**src/rtl/dma_arb_pkg.sv**
```systemverilog
package dma_arb_pkg;
  typedef enum logic [1:0] {
    SPACE_X   = 2'd0,
    SPACE_Y   = 2'd1,
    SPACE_P   = 2'd2,
    SPACE_REG = 2'd3
  } dsp_space_e;

  typedef enum logic {
    FIELD_BASE = 1'b0,
    FIELD_SIZE = 1'b1
  } cfg_field_e;
endpackage

```
**src/rtl/dma_prio_pick.sv**
```systemverilog
module dma_prio_pick #(
  parameter int N_IN = 4,
  localparam int IW = (N_IN > 1) ? $clog2(N_IN) : 1
) (
  input  logic [N_IN-1:0] cand,
  output logic [N_IN-1:0] onehot,
  output logic [IW-1:0]   idx,
  output logic            any
);
  // lowest index wins: scan from the top so the last hit is the lowest
  always_comb begin
    onehot = '0;
    idx    = '0;
    any    = 1'b0;
    for (int i = N_IN - 1; i >= 0; i--) begin
      if (cand[i]) begin
        idx = IW'(i);
        any = 1'b1;
      end
    end
    if (any) onehot[idx] = 1'b1;
  end
endmodule

```
**src/rtl/dma_src_ctx.sv**
```systemverilog
module dma_src_ctx #(
  parameter int ADDR_W = 16,
  parameter int LEN_W  = 8
) (
  input  logic              clk,
  input  logic              rst_n,
  input  logic              wr_base,
  input  logic              wr_size,
  input  logic [ADDR_W-1:0] wdata,
  input  logic              req,
  input  logic              clr,
  input  logic              grant,
  output logic              elig,
  output logic              empty_hit,
  output logic              last_word,
  output logic [ADDR_W-1:0] word_addr,
  output logic              done
);
  logic [ADDR_W-1:0] base_q, cur_q;
  logic [LEN_W-1:0]  size_q, left_q, eff_left;
  logic              busy_q;

  function automatic logic [ADDR_W-1:0] addr_after(input logic [ADDR_W-1:0] a);
    return a + ADDR_W'(1);
  endfunction

  function automatic logic [LEN_W-1:0] count_after(input logic [LEN_W-1:0] c);
    return c - LEN_W'(1);
  endfunction

  // an idle source reads straight from its registers, a busy one from its counters
  assign word_addr = busy_q ? cur_q  : base_q;
  assign eff_left  = busy_q ? left_q : size_q;
  assign elig      = req && !done && (eff_left != '0);
  assign empty_hit = req && !done && !busy_q && (size_q == '0);
  assign last_word = (eff_left == LEN_W'(1));

  always_ff @(posedge clk or negedge rst_n) begin
    if (!rst_n) begin
      base_q <= '0;
      size_q <= '0;
      cur_q  <= '0;
      left_q <= '0;
      busy_q <= 1'b0;
      done   <= 1'b0;
    end else begin
      if (wr_base) base_q <= wdata;
      if (wr_size) size_q <= wdata[LEN_W-1:0];
      if (grant) begin
        if (last_word) begin
          busy_q <= 1'b0;
        end else begin
          busy_q <= 1'b1;
          cur_q  <= addr_after(word_addr);
          left_q <= count_after(eff_left);
        end
      end
      if ((grant && last_word) || empty_hit) done <= 1'b1;
      else if (!req || clr)                 done <= 1'b0;
    end
  end
endmodule

```
**src/rtl/dma_chan_arb.sv**
```systemverilog
module dma_chan_arb
  import dma_arb_pkg::*;
#(
  parameter int N_SRC  = 4,
  parameter int ADDR_W = 16,
  parameter int LEN_W  = 8,
  parameter int DATA_W = 16,
  localparam int SEL_W = (N_SRC > 1) ? $clog2(N_SRC) : 1
) (
  input  logic                      clk,
  input  logic                      rst_n,
  input  logic                      cfg_we,
  input  logic [SEL_W-1:0]          cfg_sel,
  input  logic                      cfg_field,
  input  logic [ADDR_W-1:0]         cfg_wdata,
  input  logic [N_SRC-1:0]          done_clr,
  input  logic [N_SRC-1:0]          req,
  input  logic [N_SRC-1:0]          req_wr,
  input  logic [2*N_SRC-1:0]        req_space,
  input  logic [N_SRC*DATA_W-1:0]   req_wdata,
  output logic [N_SRC-1:0]          ack,
  output logic [N_SRC-1:0]          done,
  output logic [DATA_W-1:0]         rdata,
  output logic                      mem_en,
  output logic                      mem_we,
  output logic [1:0]                mem_space,
  output logic [ADDR_W-1:0]         mem_addr,
  output logic [DATA_W-1:0]         mem_wdata,
  input  logic [DATA_W-1:0]         mem_rdata
);
  // named internal events, observed by the bound checker
  logic [N_SRC-1:0]  elig_vec;
  logic [N_SRC-1:0]  empty_vec;
  logic [N_SRC-1:0]  last_vec;
  logic [N_SRC-1:0]  blk_end_vec;
  logic [N_SRC-1:0]  grant_vec;
  logic [SEL_W-1:0]  win_idx;
  logic              word_fire;
  logic [ADDR_W-1:0] addr_arr [N_SRC];

  for (genvar s = 0; s < N_SRC; s++) begin : g_src
    logic hit_sel;
    assign hit_sel = cfg_we && (cfg_sel == SEL_W'(s));
    dma_src_ctx #(.ADDR_W(ADDR_W), .LEN_W(LEN_W)) u_ctx (
      .clk       (clk),
      .rst_n     (rst_n),
      .wr_base   (hit_sel && (cfg_field == FIELD_BASE)),
      .wr_size   (hit_sel && (cfg_field == FIELD_SIZE)),
      .wdata     (cfg_wdata),
      .req       (req[s]),
      .clr       (done_clr[s]),
      .grant     (grant_vec[s]),
      .elig      (elig_vec[s]),
      .empty_hit (empty_vec[s]),
      .last_word (last_vec[s]),
      .word_addr (addr_arr[s]),
      .done      (done[s])
    );
  end

  dma_prio_pick #(.N_IN(N_SRC)) u_pick (
    .cand   (elig_vec),
    .onehot (grant_vec),
    .idx    (win_idx),
    .any    (word_fire)
  );

  assign blk_end_vec = grant_vec & last_vec;
  assign ack         = grant_vec;
  assign mem_en      = word_fire;
  assign mem_we      = word_fire && req_wr[win_idx];
  assign mem_space   = word_fire ? req_space[win_idx*2 +: 2] : 2'd0;
  assign mem_addr    = word_fire ? addr_arr[win_idx] : '0;
  assign mem_wdata   = word_fire ? req_wdata[win_idx*DATA_W +: DATA_W] : '0;
  assign rdata       = mem_rdata;
endmodule

```
**config.mk**
```make
export PLATFORM = sky130hd
export DESIGN_NAME = dma_chan_arb
export DESIGN_NICKNAME = d
export VERILOG_FILES = /design/src/rtl/dma_arb_pkg.sv /design/src/rtl/dma_prio_pick.sv /design/src/rtl/dma_src_ctx.sv /design/src/rtl/dma_chan_arb.sv
export SDC_FILE = /design/constraint.sdc
export NUM_CORES = 1
export LEC_CHECK = 0
export BUFFER_PORTS_ARGS = -buffer_cell sky130_fd_sc_hd__buf_2
export CORE_MARGIN = 8
export CORE_UTILIZATION = 58
export CTS_CLUSTER_DIAMETER = 80
export DETAILED_ROUTE_END_ITERATION = 7
export PLACE_DENSITY = 0.81
export SLEW_MARGIN = 20
export SYNTH_ARGS = -nofsm -noshare
export SYNTH_HDL_FRONTEND = slang
export SYNTH_SLANG_ARGS = --single-unit
```
**constraint.sdc**
```tcl
create_clock -name clk -period 4.7 [get_ports clk]
set_input_delay 0.47 -clock clk [delete_from_list [all_inputs] [get_ports clk]]
set_output_delay 0.47 -clock clk [all_outputs]
set_load 0.01 [all_outputs]
```
==> results of run 1 <==
## synthesized netlist by cell type (35+ instances only)
cell / number / share of area, %
a21oi_1: 35 / 1.4
a22oi_1: 46 / 2.8
clkbuf_1: 51 / 1.5
dfrtp_1: 200 / 40
mux2_2: 122 / 11
mux2i_1: 60 / 4.8
nand2_1: 98 / 3.0
nand3_1: 40 / 1.6
nor2_1: 58 / 1.7
nor3_1: 36 / 1.4
o21ai_0: 99 / 4.0
xnor2_1: 40 / 2.8
xor2_1: 39 / 2.7
## path summary, 6_finish.rpt
check	cells past startpoint	from	slack [ns]	to
setup reg to reg	8	g_src[1].u_ctx.busy_q	0.81	g_src[1].u_ctx.left_q[2]
hold / removal	1	rst_n	-0.01	g_src[2].u_ctx.done
max in group asynchronous	3	rst_n	3.36	g_src[1].u_ctx.cur_q[12]
setup / recovery	10	g_src[0].u_ctx.busy_q	0.35	mem_addr[9]
min in group clk	2	done_clr[2]	0.24	g_src[2].u_ctx.done
hold reg to reg	2	g_src[1].u_ctx.cur_q[15]	0.49	g_src[1].u_ctx.cur_q[15]
## metal layers
metal | vias up | track usage [%] | part of all wire [%]
li1 | 4897 | - | -
met1 | 5393 | 36.4 | 39
met3 | 116 | 5.74 | 9.4
met2 | 590 | 46.6 | 47
met5 | - | 0 | 0
met4 | 0 | 13.8 | 4.6
## report_power, final
group / internal (µW) / total [µW] / leakage, µW / switching, µW
logic: 955 / 2130 / 0.00350 / 1170
registers: 2080 / 2440 / 0.00253 / 367
clock network: 868 / 1530 / 0.000290 / 660
## final cells by class
type                    count  area share (%)
inverters                  19           0.548
clock inverters            11            1.04
flip-flops and latches    200            36.0
well taps                 275            2.47
clock buffers              21            3.30
multi-input cells         961            49.8
repair buffers            173            6.85
## sequential cells by signal, indices dropped and copies added, names as in the netlist
signal and count:
g_src.u_ctx.left_q 32, g_src.u_ctx.base_q 64, g_src.u_ctx.cur_q 64, g_src.u_ctx.done 4
g_src.u_ctx.busy_q 4, g_src.u_ctx.size_q 32
## what timing repair did
item | CTS | global route
hold endpoints to repair | 0 | 0
resized for setup | 0 | 2
buffers inserted | 0 | 0
endpoints found under the setup margin | 0 | 5
## metrics by stage
stage               hold slack, ns  total power [µW]  instance area [µm²]  worst slack (ns)  instances
floorplan                    0.174              3890                12500             0.300       1275
global placement             0.457              4450                13300             0.928       1627
detailed placement           0.471              4540                13300             0.781       1627
CTS                          0.233              6060                13900             0.295       1659
global route                0.0119              6410                13900             0.125       1660
finish                     -0.0143              6090                13900             0.351       1660
## critical path, stage by stage, from the launching register on
cell	delay (ns)
dfrtp_4	0.66
mux2i_1	0.40
ha_1	0.26
o221ai_1	0.17
nand2_1	0.14
inv_1	0.05
buf_4	0.28
or4_1	0.72
buf_4	0.30
o221ai_1	0.25
buf_2	0.17
## cells by family (layout without fill, tap and decap cells)
logic type / Yosys count / after routing / share of synthesized area, %
simple gates: 372 / 372 / 15.6
xor+xnor: 79 / 79 / 5.55
compound gates: 306 / 306 / 16.1
mux: 188 / 188 / 16.6
buf+inv: 114 / 224 / 4.37
flops: 200 / 200 / 40.2
fa+ha+maj: 16 / 16 / 1.61
==> results.cfg, run 1 <==
[cts]
cts_tree = built
cts-root-buf = clkbuf_16
clk_pin_slew_ns = 0.07
postCtsHoldBufs = 0
cts-htree-levels = 4
clk_latency_ns = 0.44
clock_sinks = 200
cts-buffers-inserted = 17
cts.path.max_buffers = 2

[grt]
grt_usage_pct = 28.8
overflow = 0
grt_pass1_vias = 10600
grt_start_max_net_pins = 125
grt_pass1_wl_um = 59900
antenna_found_initial = 0

[detailed_routing]
wl_per_cell_um = 23.0
postRouteAntennaNets = 0
dr.first_iter.drc_count = 1241
routed_wl_um = 38200
viasPerCell = 6.62
dr_total_vias = 11000
first_pass_iters = 6
post-route-drc-count = 0

[layout]
area.growth.synth_to_final_pct = 11.9
diodes = 0
layout_common_cells = 196 x dfrtp_1, 148 x buf_2, 122 x mux2_2, 99 x o21ai_0, 98 x nand2_1
regArea_um2 = 5010
final_layout_size_suffix_gt1_share_pct = 26.4
final_common_cell = dfrtp_1
nFillCells = 1596
multi_input_area_um2 = 6940
utilization_pct = 66.1
nNetsFinal = 1510

[setup_path]
critPathMaxFanout = 52
worstPathArrival_ns = 3.88
criticalPathCategory = flop to output pin
start_kind = flop
cp-end-kind = output pin
cp.required_ns = 4.23

[worst_hold_path]
hp-class = input port to async pin

[timing]
tightest_slew_ns = 0.995
grt_setup_unrepaired = no
worst_clock_skew_ns = 0.00832
slew_viol_final = 0
hold_slack_ns = -0.0143
fin_crit_ns = 4.35
fin_tns_setup_ns = 0
period_share_pct = 92.5
slew_headroom_pct = 33.3
timing.fmax_mhz = 230
final_hold_viol_count = 9
finalSetupViolCount = 0

[synth]
synth_warnings = 0
synthCells = 1275
syn-num-nets = 1413
synth_seq_area_share_pct = 40.2
synth_area_um2 = 12500
ys_ff_latch = 200
synth_edf_count = 0
avgSynthCellArea_um2 = 9.77
ys.flop_type = dfrtp_1
ys_async_sr_fraction_pct = 100
yosysUniqueCellTypes = 66

[run_status]
status = complete, but fails checks
violations = negative hold slack

[floorplan]
start_util_pct = 59.1
fp.dieArea_um2 = 26400
row_count = 53
die_x_um = 163
ioPinCount = 182
core_area_um2 = 21100
die_y_um = 163

[placed_design]
hpwlAfterDp_um = 27500
routabilityCongestion = 0.961
io_buffers = 149

[flow_run]
drv_cap = 0

[pwr]
ir_drop_v = 0.000245
power_density_nw_per_um2 = 437
leakagePower_uw = 0.00632
(Power assumes the default switching activity.)
==> run 2, diff against run 1 <==
- CTS_BUF_LIST: unset -> sky130_fd_sc_hd__clkbuf_16
==> run 2 against run 1 <==
  * The flow still finishes with violations (negative hold slack)
  * Non-clock buffer count is the same
  * Clock skew rose by 0.0016 ns
  * Die area unchanged
  * First-iteration DRC count down 10%
  * Clock power about the same
  * Utilization down 0.095 points
  * Cell area shrank 0.14%
  * Sequential power barely moved
  * Combinational power barely moved
  * Register-to-register slack got worse by 0.05 ns
  * Critical endpoint is now mem_addr[14]
  * Largest power group unchanged
==> results.cfg, run 2 (same netlist as run 1, synthesis figures left out) <==
[cts]
cts-root-buf = clkbuf_16
cts-htree-levels = 4
cts_setup_buffers = 0
clk_pin_slew_ns = 0.07
clock_sinks = 200
cts-buffers-inserted = 17
cts.path.max_buffers = 2
postCtsHoldBufs = 0
cts.repair.resized = 0
clk_latency_ns = 0.44
cts_tree = built

[pwr]
ir_drop_v = 0.000240
power_uw = 6060
power_density_nw_per_um2 = 436
leakagePower_uw = 0.00632

[placed_design]
routabilityCongestion = 0.961
hpwlAfterDp_um = 27500
dp_cells = 1627
io_buffers = 149

[grt]
grt_pass1_wl_um = 60000
overflow = 0
grt_start_max_net_pins = 125
antenna_found_initial = 0
grt_usage_pct = 28.8
grt_pass1_vias = 10600

[timing]
worst_clock_skew_ns = 0.00993
fin_tns_setup_ns = 0
period_share_pct = 92.7
hold_slack_ns = -0.0178
grt_setup_unrepaired = no
timing.fmax_mhz = 230
tightest_slew_ns = 1.00
fin_crit_ns = 4.36
slew_headroom_pct = 33.0
final_hold_viol_count = 9
finalSetupViolCount = 0
slew_viol_final = 0

[floorplan]
start_util_pct = 59.1
die_y_um = 163
fp.dieArea_um2 = 26400
ioPinCount = 182
core_area_um2 = 21100
die_x_um = 163
row_count = 53

[layout]
fin_cells = 1660
nNetsFinal = 1510
diodes = 0
final_common_cell = dfrtp_1
top_regs = g_src.u_ctx.base_q x64, g_src.u_ctx.cur_q x64
layout_common_cells = 196 x dfrtp_1, 148 x buf_2, 122 x mux2_2, 99 x o21ai_0, 98 x nand2_1
nFillCells = 1602
area.growth.synth_to_final_pct = 11.7
final_layout_size_suffix_gt1_share_pct = 26.2
utilization_pct = 66.0

[setup_path]
criticalPathCategory = flop to output pin
path_cells = mux2i_1, ha_1, o221ai_1, nand2_1, inv_1, buf_4, or4_1, clkinv_4, a22oi_1, o21ai_0, buf_2
cp.required_ns = 4.23
slowest_stage = or4_1
cp-end-kind = output pin
worstPathArrival_ns = 3.89
critPathMaxFanout = 52
start_kind = flop
max_stage_delay_ns = 0.72

[detailed_routing]
viasPerCell = 6.60
dr.first_iter.drc_count = 1111
dr_total_vias = 11000
wl_per_cell_um = 23.1
postRouteAntennaNets = 0
routed_wl_um = 38400
first_pass_iters = 5
post-route-drc-count = 0

[worst_hold_path]
hp-class = input port to async pin

[flow_run]
drv_cap = 0

[run_status]
status = complete, but fails checks
violations = negative hold slack
[run 2: changes by cell type in the layout (fill, tap and decap cells not counted)]
| cell | delta |
|---|---|
| inv_1 | +2 |
| clkbuf_1 | -2 |
| clkbuf_8 | -2 |
| clkinv_1 | +2 |
[run 2: path summary, 6_finish.rpt]
check | from | endpoint | slack, ns | depth (start not counted)
max | g_src[0].u_ctx.busy_q | mem_addr[14] | 0.34 | 11
min | rst_n | g_src[2].u_ctx.done | -0.02 | 1
max reg2reg | g_src[1].u_ctx.busy_q | g_src[1].u_ctx.left_q[2] | 0.76 | 8
min reg2reg | g_src[1].u_ctx.cur_q[1] | g_src[1].u_ctx.cur_q[1] | 0.49 | 2
max in group asynchronous | rst_n | g_src[3].u_ctx.cur_q[1] | 3.38 | 3
min in group clk | done_clr[2] | g_src[2].u_ctx.done | 0.24 | 2
[run 2: final cells by class]
cell class              count  area (µm²)  area share, %
repair buffers            173         955           6.86
multi-input cells         961        6940           49.9
well taps                 275         344           2.47
clock buffers              17         425           3.06
clock inverters            15         160           1.15
inverters                  19        76.3          0.549
flip-flops and latches    200        5010           36.0
[run 2: metrics by stage]
step           cell area [µm²]  hold slack [ns]  setup slack (ns)
2_1_floorplan            12500            0.174             0.300
3_3_place_gp             13300            0.457             0.928
3_5_place_dp             13300            0.471             0.781
4_1_cts                  13900            0.233             0.295
5_1_grt                  13900           0.0119             0.122
6_report                 13900          -0.0178             0.345
[run 2: critical path, delay by kind of cell (launching register included)]
| family | cells | cell delay (ns) |
|---|---|---|
| simple gates | 2 | 0.86 |
| buf+inv | 4 | 0.79 |
| flops | 1 | 0.66 |
| compound gates | 3 | 0.42 |
| mux | 1 | 0.39 |
| fa+ha+maj | 1 | 0.26 |
[run 2: routing by layer]
metal,part of all wire (%),wire length [µm],GRT usage (%)
met5,0,0,0
met4,4.5,1720,13.7
met3,9.5,3640,5.76
met2,47,18100,46.6
met1,39,14900,36.4
[run 2: where the power goes]
group | internal, µW | switching, µW | total, µW
combinational | 954 | 1170 | 2130
clock | 831 | 665 | 1500
sequential | 2080 | 365 | 2440
